===== src/rtl/sdr_seq_pkg.sv =====
package sdr_seq_pkg;

  typedef enum logic [2:0] {
    ST_PWRUP,
    ST_INIT_RP,
    ST_INIT_RC,
    ST_INIT_MRD,
    ST_IDLE,
    ST_RUN_RP,
    ST_RUN_RC
  } seqState_t;

  // strobes from control to datapath; each issue strobe also reloads the wait timer
  typedef struct packed {
    logic issuePall;
    logic issueRef;
    logic issueMrs;
    logic setDone;
  } seqStrobe_t;

  // {rasN, casN, weN} encodings with chip select low
  localparam logic [2:0] CMD_NOP  = 3'b111;
  localparam logic [2:0] CMD_PALL = 3'b010;
  localparam logic [2:0] CMD_REF  = 3'b001;
  localparam logic [2:0] CMD_MRS  = 3'b000;

endpackage


===== src/rtl/sdr_seq_ctrl.sv =====
module sdr_seq_ctrl
  import sdr_seq_pkg::*;
(
  input  logic       clk,
  input  logic       rstN,
  input  logic       timerZero,
  input  logic       initRefsDone,
  input  logic       owedNZ,
  input  logic       initDone,
  input  logic       refGnt,
  output seqStrobe_t strb,
  output logic       refReq,
  output logic       busFree
);

  seqState_t state, stateNext;

  always_ff @(posedge clk or negedge rstN) begin
    if (!rstN) state <= ST_PWRUP;
    else       state <= stateNext;
  end

  always_comb begin
    stateNext = state;
    strb      = '0;
    unique case (state)
      ST_PWRUP: if (timerZero) begin
        strb.issuePall = 1'b1;
        stateNext      = ST_INIT_RP;
      end
      ST_INIT_RP: if (timerZero) begin
        strb.issueRef = 1'b1;
        stateNext     = ST_INIT_RC;
      end
      ST_INIT_RC: if (timerZero) begin
        if (initRefsDone) begin
          strb.issueMrs = 1'b1;
          stateNext     = ST_INIT_MRD;
        end else begin
          strb.issueRef = 1'b1;
        end
      end
      ST_INIT_MRD: if (timerZero) begin
        strb.setDone = 1'b1;
        stateNext    = ST_IDLE;
      end
      ST_IDLE: if (owedNZ && refGnt) begin
        strb.issuePall = 1'b1;
        stateNext      = ST_RUN_RP;
      end
      ST_RUN_RP: if (timerZero) begin
        strb.issueRef = 1'b1;
        stateNext     = ST_RUN_RC;
      end
      ST_RUN_RC: if (timerZero) stateNext = ST_IDLE;
      default: stateNext = ST_PWRUP;
    endcase
  end

  assign busFree = (state == ST_IDLE);
  assign refReq  = (state == ST_IDLE) && owedNZ;

  AST_NO_REQ_EARLY: assert property (@(posedge clk) disable iff (!rstN)
    refReq |-> initDone);

  AST_GRANT_TAKES_BUS: assert property (@(posedge clk) disable iff (!rstN)
    (refReq && refGnt) |=> !busFree);

  AST_REF_NEEDS_OWED: assert property (@(posedge clk) disable iff (!rstN)
    (strb.issueRef && initDone) |-> owedNZ);

endmodule


===== src/rtl/sdr_seq_dp.sv =====
module sdr_seq_dp
  import sdr_seq_pkg::*;
#(
  parameter int ADDR_W       = 13,
  parameter int BANK_W       = 2,
  parameter int PWRUP_CYC    = 20000000,
  parameter int T_RP         = 2,
  parameter int T_RC         = 7,
  parameter int T_MRD        = 2,
  parameter int INIT_REFS    = 8,
  parameter int REF_INTERVAL = 78,
  parameter int OWED_MAX     = 8,
  parameter logic [ADDR_W-1:0] MODE_ADDR = 'h020,
  parameter logic [BANK_W-1:0] MODE_BA   = '0
) (
  input  logic              clk,
  input  logic              rstN,
  input  seqStrobe_t        strb,
  output logic              timerZero,
  output logic              initRefsDone,
  output logic              owedNZ,
  output logic              initDone,
  output logic              sdCke,
  output logic              sdCsN,
  output logic              sdRasN,
  output logic              sdCasN,
  output logic              sdWeN,
  output logic              sdDqm,
  output logic [ADDR_W-1:0] sdAddr,
  output logic [BANK_W-1:0] sdBa
);

  localparam int GAP_A   = (T_RP > T_RC) ? T_RP : T_RC;
  localparam int GAP_B   = (GAP_A > T_MRD) ? GAP_A : T_MRD;
  localparam int MAXWAIT = (PWRUP_CYC > GAP_B) ? PWRUP_CYC : GAP_B;
  localparam int TW      = $clog2(MAXWAIT + 1);
  localparam int CW      = $clog2(INIT_REFS + 1);
  localparam int IW      = $clog2(REF_INTERVAL);
  localparam int OW      = $clog2(OWED_MAX + 1);

  // wait timer: an issue strobe loads (gap - 1), so the next issue lands gap cycles later
  logic [TW-1:0] timer;
  always_ff @(posedge clk or negedge rstN) begin
    if (!rstN)               timer <= TW'(PWRUP_CYC - 1);
    else if (strb.issuePall) timer <= TW'(T_RP - 1);
    else if (strb.issueRef)  timer <= TW'(T_RC - 1);
    else if (strb.issueMrs)  timer <= TW'(T_MRD - 1);
    else if (timer != '0)    timer <= timer - 1'b1;
  end
  assign timerZero = (timer == '0);

  // initial refresh batch
  logic [CW-1:0] initRefsLeft;
  always_ff @(posedge clk or negedge rstN) begin
    if (!rstN) initRefsLeft <= CW'(INIT_REFS);
    else if (strb.issueRef && !initDone && initRefsLeft != '0)
      initRefsLeft <= initRefsLeft - 1'b1;
  end
  assign initRefsDone = (initRefsLeft == '0);

  always_ff @(posedge clk or negedge rstN) begin
    if (!rstN)             initDone <= 1'b0;
    else if (strb.setDone) initDone <= 1'b1;
  end

  // refresh interval and owed tally
  logic [IW-1:0] ivCnt;
  logic          tick, dec;
  logic [OW-1:0] owed;

  assign tick = initDone && (ivCnt == IW'(REF_INTERVAL - 1));
  assign dec  = strb.issueRef && initDone;

  always_ff @(posedge clk or negedge rstN) begin
    if (!rstN)                             ivCnt <= '0;
    else if (!initDone)                    ivCnt <= '0;
    else if (ivCnt == IW'(REF_INTERVAL-1)) ivCnt <= '0;
    else                                   ivCnt <= ivCnt + 1'b1;
  end

  always_ff @(posedge clk or negedge rstN) begin
    if (!rstN) owed <= '0;
    else begin
      unique case ({tick, dec})
        2'b10: if (owed != OW'(OWED_MAX)) owed <= owed + 1'b1;
        2'b01: owed <= owed - 1'b1;
        default: ;
      endcase
    end
  end
  assign owedNZ = (owed != '0);

  // command pins
  logic              awake;
  logic [2:0]        cmdNext, cmdQ;
  logic [ADDR_W-1:0] addrNext;
  logic [BANK_W-1:0] baNext;

  always_ff @(posedge clk or negedge rstN) begin
    if (!rstN)                awake <= 1'b0;
    else if (strb.issuePall)  awake <= 1'b1;
  end

  always_comb begin
    cmdNext  = CMD_NOP;
    addrNext = '0;
    baNext   = '0;
    if (strb.issuePall) begin
      cmdNext      = CMD_PALL;
      addrNext[10] = 1'b1;
    end else if (strb.issueRef) begin
      cmdNext = CMD_REF;
    end else if (strb.issueMrs) begin
      cmdNext  = CMD_MRS;
      addrNext = MODE_ADDR;
      baNext   = MODE_BA;
    end
  end

  always_ff @(posedge clk or negedge rstN) begin
    if (!rstN) begin
      sdCsN  <= 1'b1;
      cmdQ   <= CMD_NOP;
      sdAddr <= '0;
      sdBa   <= '0;
    end else begin
      sdCsN  <= !(awake || strb.issuePall);
      cmdQ   <= cmdNext;
      sdAddr <= addrNext;
      sdBa   <= baNext;
    end
  end

  assign {sdRasN, sdCasN, sdWeN} = cmdQ;
  assign sdCke = 1'b1;
  assign sdDqm = !initDone;

  AST_OWED_BOUND: assert property (@(posedge clk) disable iff (!rstN)
    owed <= OW'(OWED_MAX));

  AST_CMD_SINGLE: assert property (@(posedge clk) disable iff (!rstN)
    (!sdCsN && cmdQ != CMD_NOP) |=> (cmdQ == CMD_NOP));

endmodule


===== src/rtl/sdram_init_refresh.sv =====
module sdram_init_refresh
  import sdr_seq_pkg::*;
#(
  parameter int ADDR_W       = 13,
  parameter int BANK_W       = 2,
  parameter int PWRUP_CYC    = 20000000,
  parameter int T_RP         = 2,
  parameter int T_RC         = 7,
  parameter int T_MRD        = 2,
  parameter int INIT_REFS    = 8,
  parameter int REF_INTERVAL = 78,
  parameter int OWED_MAX     = 8,
  parameter logic [ADDR_W-1:0] MODE_ADDR = 'h020,
  parameter logic [BANK_W-1:0] MODE_BA   = '0
) (
  input  logic              clk,
  input  logic              rstN,
  input  logic              refGnt,
  output logic              refReq,
  output logic              busFree,
  output logic              initDone,
  output logic              sdCke,
  output logic              sdCsN,
  output logic              sdRasN,
  output logic              sdCasN,
  output logic              sdWeN,
  output logic              sdDqm,
  output logic [ADDR_W-1:0] sdAddr,
  output logic [BANK_W-1:0] sdBa
);

  seqStrobe_t strb;
  logic timerZero, initRefsDone, owedNZ;

  sdr_seq_ctrl u_ctrl (
    .clk          (clk),
    .rstN         (rstN),
    .timerZero    (timerZero),
    .initRefsDone (initRefsDone),
    .owedNZ       (owedNZ),
    .initDone     (initDone),
    .refGnt       (refGnt),
    .strb         (strb),
    .refReq       (refReq),
    .busFree      (busFree)
  );

  sdr_seq_dp #(
    .ADDR_W       (ADDR_W),
    .BANK_W       (BANK_W),
    .PWRUP_CYC    (PWRUP_CYC),
    .T_RP         (T_RP),
    .T_RC         (T_RC),
    .T_MRD        (T_MRD),
    .INIT_REFS    (INIT_REFS),
    .REF_INTERVAL (REF_INTERVAL),
    .OWED_MAX     (OWED_MAX),
    .MODE_ADDR    (MODE_ADDR),
    .MODE_BA      (MODE_BA)
  ) u_dp (
    .clk          (clk),
    .rstN         (rstN),
    .strb         (strb),
    .timerZero    (timerZero),
    .initRefsDone (initRefsDone),
    .owedNZ       (owedNZ),
    .initDone     (initDone),
    .sdCke        (sdCke),
    .sdCsN        (sdCsN),
    .sdRasN       (sdRasN),
    .sdCasN       (sdCasN),
    .sdWeN        (sdWeN),
    .sdDqm        (sdDqm),
    .sdAddr       (sdAddr),
    .sdBa         (sdBa)
  );

endmodule


===== config.mk =====
export PLATFORM = sky130hd
export DESIGN_NAME = sdram_init_refresh
export DESIGN_NICKNAME = d
export VERILOG_FILES = /design/src/rtl/sdr_seq_pkg.sv /design/src/rtl/sdr_seq_ctrl.sv /design/src/rtl/sdr_seq_dp.sv /design/src/rtl/sdram_init_refresh.sv
export SDC_FILE = /design/constraint.sdc
export NUM_CORES = 1
export LEC_CHECK = 0
export BUFFER_PORTS_ARGS = -buffer_cell sky130_fd_sc_hd__buf_2
export CORE_MARGIN = 4
export CORE_UTILIZATION = 30
export CTS_CLUSTER_DIAMETER = 80
export DETAILED_ROUTE_END_ITERATION = 8
export PLACE_DENSITY = 0.56
export SLEW_MARGIN = 20
export SYNTH_ARGS = -nofsm -noshare
export SYNTH_HDL_FRONTEND = slang
export SYNTH_SLANG_ARGS = --single-unit

===== constraint.sdc =====
create_clock -name clk -period 2.55 [get_ports clk]
set_input_delay 0.51 -clock clk [delete_from_list [all_inputs] [get_ports clk]]
set_output_delay 0.51 -clock clk [all_outputs]
set_load 0.1 [all_outputs]

# Word level (Yosys, flattened, before mapping)
# Cells that the tools add are included.
[totals]
input_bits = 3
elab_cells = 87
ff_bits = 62
output_inout_bits = 24
[classes]
n_reduce_logical = 21
addsub = 5
eq_ne = 18
n_mux = 33
[op_table]
columns = ["cell", "count"]
rows = [
  ["two-way mux 25 bit", 4],
  ["two-way mux 3 bit", 10],
  ["zero test 25 bit", 1],
  ["nonzero test 25 bit", 1],
  ["subtractor 25 x 1 -> 25 bit (second input constant)", 1],
  ["one-hot mux 3 bit (6 select lines)", 1],
  ["two-way mux 7 bit", 2],
  ["two-way mux 13 bit", 1],
  ["nonzero test 4 bit", 3],
  ["two-way mux 10 bit", 1],
  ["!= test 2 bit (second input constant)", 5],
  ["== test 3 bit (second input constant)", 3],
  ["one-hot mux 4 bit (2 select lines)", 1],
  ["subtractor 4 x 1 -> 4 bit (second input constant)", 2],
  ["adder 7 x 1 -> 7 bit (second input constant)", 1],
  ["== test 7 bit (second input constant)", 1],
  ["two-way mux 1 bit", 7],
  ["AND reduction 7 bit", 1],
  ["== test 3 x 2 -> 1 bit (second input constant)", 2],
  ["logical AND 1 bit", 6],
  ["two-way mux 6 bit", 1],
  ["!= test 2 x 1 -> 1 bit (second input constant)", 3],
  ["adder 4 x 1 -> 4 bit (second input constant)", 1],
  ["zero test 4 bit", 1],
  ["13 further kinds", 17],
]

# Depth between registers and ports, before layout
# Gate-level depths: netlist of run 1.
[logic_depth]
ltp_word = 8
ltp_mapped = 11
ltp_nobuf = 11

# By module
# From an unflattened synthesis of run 1, not the netlist that was laid out.
[hier_totals]
hier_cells = 313
hier_area_um2 = 3118.0
[by_module_without_submodules]
columns = ["module", "cells_each", "seq_area_each_um2", "instances", "area_each_um2"]
rows = [
  ["sdr_seq_dp", 283, 1226.2, 1, 2864.0],
  ["sdr_seq_ctrl", 30, 75.1, 1, 254.0],
]

# Worst setup path before layout of run 1
# OpenSTA, ideal clock, no wires.
[synth_timing]
kind = "register to register"
startpoint = "register u_dp.initDone"
endpoint = "register u_dp.owed[2]"
setup_time_ps = 124
path_stages_with_launch = 9
slack_ps = -411
arrival_ps = 2837
n_path_buf = 0
path_cell_list = "dfrtp_1 > inv_1 > nor2_1 > nand2_1 > xnor2_1 > ha_1 > nor3_1 > a22oi_1 > xnor2_1"
[synth_via]
elab_chain_len = 4
[synth_lines]
columns = ["item", "line", "source"]
rows = [
  ["start: declaration", "sdr_seq_dp.sv:22", "output logic initDone,"],
  ["start signal: assignment", "sdr_seq_dp.sv:62", "if (!rstN) initDone <= 1'b0;"],
  ["start signal: assignment", "sdr_seq_dp.sv:63", "else if (strb.setDone) initDone <= 1'b1;"],
  ["logical AND 1 bit (on tied branches)", "sdr_seq_dp.sv:72, sdr_seq_dp.sv:71", ""],
  ["== test 2 bit or == test 2 x 1 -> 1 bit (tied branches)", "sdr_seq_dp.sv:84", "unique case ({tick, dec})"],
  ["!= test 2 x 1 -> 1 bit (no source line) or nonzero test 2 bit (tied branches)", "--", ""],
  ["AND reduction 2 bit (no source line)", "--", ""],
  ["end signal: assignment", "sdr_seq_dp.sv:85", "2'b10: if (owed != OW'(OWED_MAX)) owed <= owed + 1'b1;"],
  ["end signal: assignment", "sdr_seq_dp.sv:86", "2'b01: owed <= owed - 1'b1;"],
  ["end: declaration", "sdr_seq_dp.sv:69", "logic [OW-1:0] owed;"],
]
# Parallel ways exist; a longest one is shown, timed or not.
# A chain may end at the register's enable or synchronous reset.

# Worst setup path after layout of run 1
[layout_timing]
startpoint = "register u_dp.timer[0]"
endpoint = "register u_dp.owed[1]"
[layout_via]
elab_chain_len = 7
[layout_lines]
columns = ["item", "line", "source"]
rows = [
  ["start: declaration", "sdr_seq_dp.sv:42", "logic [TW-1:0] timer;"],
  ["start signal: assignment", "sdr_seq_dp.sv:44", "if (!rstN) timer <= TW'(PWRUP_CYC - 1);"],
  ["start signal: assignment", "sdr_seq_dp.sv:45", "else if (strb.issuePall) timer <= TW'(T_RP - 1);"],
  ["start signal: assignment", "sdr_seq_dp.sv:46", "else if (strb.issueRef) timer <= TW'(T_RC - 1);"],
  ["zero test 25 bit *", "sdr_seq_dp.sv:50", "assign timerZero = (timer == '0);"],
  ["two-way mux 1 bit or two-way mux 2 bit (tied branches)", "sdr_seq_ctrl.sv:31, sdr_seq_ctrl.sv:51, sdr_seq_ctrl.sv:35", ""],
  ["one-hot mux 1 bit (2 select lines) *", "sdr_seq_ctrl.sv:26", "unique case (state)"],
  ["logical AND 1 bit *", "sdr_seq_dp.sv:72", "assign dec = strb.issueRef && initDone;"],
  ["== test 2 bit or == test 2 x 1 -> 1 bit (tied branches)", "sdr_seq_dp.sv:84", ""],
  ["!= test 2 x 1 -> 1 bit (no source line) or nonzero test 2 bit (tied branches)", "--", ""],
  ["AND reduction 2 bit (no source line)", "--", ""],
]
# Mark *: on every way between the ends. The rest lies on a longest branch, timed or not.

==> impl_metrics.ini, run 1 <==
[pwr]
p_int_uw = 1110
power_frac_seq = 0.550
p_per_area_mw_per_mm2 = 471
power_switching_uw = 365
pwr-share-comb = 0.075
ir_worst_vdd_mv = 0.234
swShare = 0.248
clkPwrFrac = 0.375
leakage_uw = 0.00144
finalPower_uw = 1470

[synth]
yosys.area.top_type = dfrtp_1
synthFlopType = dfrtp_1
yosys-top-cells-area = dfrtp_1, dfstp_2, nor2_1, xnor2_1, buf_4
synth_seq_cells = 51
ys_warn_count = 0
synth_cell_type_count = 49
synth_edf_count = 0
syn_area_per_cell_um2 = 9.90
yosysTopAreaCellShare = 0.284
synthArstFlopShare = 1.00
netlist_area_mm2 = 0.00273
synthCells = 276
synth_seq_area_share = 0.476

[detailed_routing]
drt_wl_total_mm = 5.13
vias = 1961
wire_per_inst_um = 12.4
drt_iter0_drc = 93
viasPerCell = 4.74
drc = 0
ant_nets = 0
dr.pass1.iters = 4

[global_routing]
grt_pass1_vias = 1883
grt_overflow = 0
grt_pass1_wl_mm = 8.86
grt_max_degree = 28
antenna_found_initial = 0
grt_usage = 0.105

[clock_tree]
clockBufferDepth = 2
clk_latency_ns = 0.30
post_cts_buffers = 0
path_clk_slew_ns = 0.09
cts-htree-levels = 2
cts_buffers = 5
cts_sinks = 51
cts_tree = done
cts_root_buf = clkbuf_8

[timing]
relSlewSlack = 0.616
rsz0062_at_grt = true
hold_viol = 0
fin_crit_ns = 2.51
report.final.setup_viol = 0
skew_ns = 0.00568
finalCritPeriodShare = 0.986
setup-tns-final_ns = 0
max_clock_freq_mhz = 398
worst_pin_slew_ns = 0.576
maxSlewViolCount = 0

[cells_and_area]
nNetsFinal = 313
n_fill_cell = 876
final_common_cell = nor2_1
diodes = 0
seqCellArea_mm2 = 0.00130
areaGrowthSynthToFinish_pct = 14.4
stdcell_count = 414
layout-drive-gt1-share = 0.265
mostFrequentLayoutCells = nor2_1, dfrtp_1, xnor2_1, dfstp_2, buf_4
fin_util = 0.355
multi_input_area_mm2 = 0.00131

[placement]
gp_congestion = 0.801
dp_hpwl_mm = 3.84
port_buffers = 12
numPlacedInstances = 406

[critical_path]
path_buf_inv = 1
criticalPathCategory = reg2reg
critPathSlowestCell = or3_4
cp.required_ns = 2.74
cpLargestDelayFamily = simple AND/OR/NAND/NOR gates
critPathArrivalTime_ns = 2.71
crit_path_end_kind = register
start_kind = register
cp_max_fo = 3
critPathMaxStageDelay_ns = 0.39
cp.depth = 9
r2r_cells = 9
path_cells = inv_2, ha_4, or3b_4, or3_4, a2111oi_4, nand2_1, xnor2_1, ha_2, mux2_4

[die]
core_mm2 = 0.00881
die_x_um = 103
initial_core_util = 0.310
die_area_mm2 = 0.0107
die-height_um = 103
ios = 27
rows = 34

[job]
drv_cap = 0

[min_path]
min_path_type = in2async

[status]
run_status = finished clean
## power by group through the flow
stage	Clock (uW)	Combinational [uW]	Sequential, uW
after CTS	581	111	810
after global routing	613	116	810
final	553	110	810
after detailed placement	0	111	824
after global placement	0	111	824
after floorplan	0	106	825
## cell families after synthesis
logic type      synth area share
fa+ha+maj                 0.0266
buf+inv                   0.0701
other cells              0.00275
mux                       0.0151
flops                      0.476
compound gates            0.0788
simple gates               0.234
xor+xnor                  0.0962
## worst paths after layout
check,start,end,slack [ns]
max in group asynchronous,rstN,u_dp.initRefsLeft[3],1.74
setup / recovery,u_dp.timer[0],u_dp.owed[1],0.04
min in group clk,u_dp.awake,u_dp.sdCsN,0.46
hold reg to reg,u_dp.awake,u_dp.sdCsN,0.46
setup reg to reg,u_dp.timer[0],u_dp.owed[1],0.04
hold / removal,rstN,u_ctrl.state[2],0.19
## layer usage
| metal | global-route usage | vias up | share of wire |
|---|---|---|---|
| met4 | 0.0408 | 0 | 0.019 |
| met2 | 0.165 | 41 | 0.47 |
| met5 | 0 | - | 0 |
| met1 | 0.143 | 933 | 0.48 |
| li1 | - | 977 | - |
| met3 | 0.0221 | 10 | 0.036 |
## cells in the mapped netlist (2+ instances only)
master    number
a21oi_1        7
and2_1         2
and3_1         2
buf_2          2
buf_4         14
clkbuf_1       4
clkbuf_8       2
conb_1         2
dfrtp_1       31
dfstp_2       20
ha_1           5
inv_1          9
mux2i_1        3
nand2_1       14
nand2b_1       3
nand3_1        5
nand4_1        4
nor2_1        47
nor3_1        11
nor3b_1        2
nor4_1         8
o21ai_0        7
o31ai_1        5
or2_2          5
or3_1          3
or4_1          7
or4_2          2
xnor2_1       20
xor2_1        10
## flip-flops by register name, indices dropped and copies added, names as in the netlist
| register | flops |
|---|---|
| u_dp.timer | 25 |
| u_dp.ivCnt | 7 |
| u_dp.initRefsLeft | 4 |
| u_dp.owed | 4 |
| u_ctrl.state | 3 |
| u_dp.cmdQ | 3 |
| u_dp.sdAddr | 2 |
| u_dp.awake | 1 |
| u_dp.initDone | 1 |
| u_dp.sdCsN | 1 |
## cell type report
type | instances | share of cell area
repair buffers | 32 | 0.0753
multi-input cells | 206 | 0.419
clock buffers | 7 | 0.0244
inverters | 9 | 0.0120
well taps | 108 | 0.0432
clock inverters | 1 | 0.00961
flip-flops and latches | 51 | 0.417
## through the flow
step	setup WS (ns)	instance area, um2	hold slack (ns)
after floorplan	-0.0841	2800	0.214
after global placement	0.0729	3010	0.440
after detailed placement	0.00968	3010	0.446
after CTS	0.0104	3120	0.206
after global routing	-0.0774	3130	0.219
final	0.0365	3130	0.193
## timing repair
item / 4_1_cts / 5_1_grt
endpoints found under the setup margin: 1 / 3
endpoints found under the hold margin: 0 / 0
hold buffers: 0 / 0
resized for setup: 1 / 2
Power figures use the tool's default switching activity.
==> run 2: changes to the inputs <==
Settings changed: CORE_ASPECT_RATIO set to 0.7, CORE_UTILIZATION 30 to 49, PLACE_DENSITY 0.56 to 0.79.
==> impl_metrics.ini, run 2 (synthesized netlist as in run 1, its figures left out) <==
[status]
run_status = finished clean

[pwr]
ir_worst_vdd_mv = 0.290
leakage_uw = 0.00143
p_per_area_mw_per_mm2 = 446

[clock_tree]
cts_tree = done
cts_sinks = 51
cts_root_buf = clkbuf_8
clockBufferDepth = 2
path_clk_slew_ns = 0.09
cts-htree-levels = 2
cts_buffers = 5
clk_latency_ns = 0.30

[timing]
hold_slack_ns = 0.106
report.final.setup_viol = 0
setup-tns-final_ns = 0
skew_ns = 0.00717
finalCritPeriodShare = 0.984
rsz0062_at_grt = true
fin_crit_ns = 2.51
maxSlewViolCount = 0
hold_viol = 0
max_clock_freq_mhz = 399
setup_ws_ns = 0.0416

[cells_and_area]
diodes = 0
largest-register = u_dp.timer
final_area_mm2 = 0.00306
largest_register_ffs = 25
stdcell_count = 378
areaGrowthSynthToFinish_pct = 11.9
layout-drive-gt1-share = 0.271
biggestRegsByFlops = u_dp.timer: 25 flops, u_dp.ivCnt: 7 flops
mostFrequentLayoutCells = nor2_1, dfrtp_1, dfstp_2
final_common_cell = nor2_1
nNetsFinal = 313

[die]
core_mm2 = 0.00531
initial_core_util = 0.514
die_x_um = 97.3
ios = 27
rows = 22
die-height_um = 70.5
die_area_mm2 = 0.00685

[placement]
dpl_cell_area_mm2 = 0.00294
dp_hpwl_mm = 3.79
numPlacedInstances = 368
port_buffers = 12
gp_congestion = 0.861
dp_slack_ns = -0.0260

[detailed_routing]
drt_iter0_drc = 139
ant_nets = 0
viasPerCell = 5.13
dr.pass1.iters = 4
wire_per_inst_um = 14.0
drc = 0
vias = 1941
drt_wl_total_mm = 5.28

[critical_path]
critPathArrivalTime_ns = 2.69
start_kind = register
cp_max_fo = 3
criticalPathCategory = reg2reg
crit_path_end_kind = register
cp.required_ns = 2.73

[global_routing]
grt_overflow = 0
grt_max_degree = 24
grt_pass1_vias = 1957
grt_pass1_wl_mm = 9.18
grt_usage = 0.165
antenna_found_initial = 0

[min_path]
min_path_type = in2async

[job]
drv_cap = 0
run 2: cell types whose count changed in the layout (fill, tap and decap cells not counted):
cell / change
a22oi_2: +1
xnor2_2: +1
buf_4: +1
bufinv_16: -1
nor4_2: +1
mux2_1: +1
clkinv_2: +1
buf_12: -1
xnor2_1: -1
a22oi_1: -1
mux2_4: -1
nor4_1: -1
run 2: through the flow:
| step | power (uW) | util |
|---|---|---|
| finish | 1360 | 0.576 |
| CTS | 1380 | 0.571 |
| floorplan | 930 | - |
| global placement | 934 | 0.553 |
| detailed placement | 934 | 0.553 |
| global route | 1420 | 0.576 |
run 2: critical path: stages, from the launching register on:
cell,delay [ns]
dfstp_2,0.38
inv_2,0.07
ha_4,0.13
or3b_4,0.37
or3_4,0.35
a2111oi_4,0.22
nand2_1,0.11
xnor2_1,0.14
ha_2,0.21
nor3_2,0.15
a22oi_2,0.10
xnor2_2,0.15
run 2: worst paths after layout:
| check | slack (ns) | start | cells after the start | endpoint |
|---|---|---|---|---|
| max in group asynchronous | 1.81 | rstN | 2 | u_dp.timer[3] |
| hold reg to reg | 0.45 | u_dp.awake | 2 | u_dp.sdCsN |
| hold / removal | 0.11 | rstN | 1 | u_dp.timer[12] |
| setup / recovery | 0.04 | u_dp.timer[1] | 11 | u_dp.owed[2] |
| setup reg to reg | 0.04 | u_dp.timer[1] | 11 | u_dp.owed[2] |
| min in group clk | 0.45 | u_dp.awake | 2 | u_dp.sdCsN |
run 2: what timing repair did:
| item | 4_1_cts | 5_1_grt |
|---|---|---|
| setup endpoints to repair | 1 | 5 |
| hold buffers | 0 | 0 |
| resized for setup | 2 | 3 |
| pin swaps | 8 | 6 |
| setup buffers | 1 | 1 |
run 2: cell type report:
| cell class | instances | area (um2) |
|---|---|---|
| fill | 458 | 2250 |
| clock inverter | 1 | 5.00 |
| sequential | 51 | 1300 |
| multi-input combinational | 206 | 1320 |
| clock buffer | 7 | 76.3 |
| inverter | 9 | 37.5 |
| tap | 72 | 90.1 |
| timing repair buffer | 32 | 223 |
run 2: where the power goes:
part / switching (uW) / total [uW] / internal, uW
clock network: 253 / 446 / 193
registers: 0 / 810 / 810
logic: 106 / 109 / 3.13
total: 359 / 1360 / 1010
run 2: layer usage:
| layer | vias to the layer above | share of wire | global-route usage |
|---|---|---|---|
| li1 | 976 | - | - |
| met1 | 917 | 0.52 | 0.250 |
| met2 | 43 | 0.42 | 0.235 |
| met3 | 5 | 0.049 | 0.0379 |
| met4 | 0 | 0.0081 | 0.0461 |
| met5 | - | 0 | 0 |
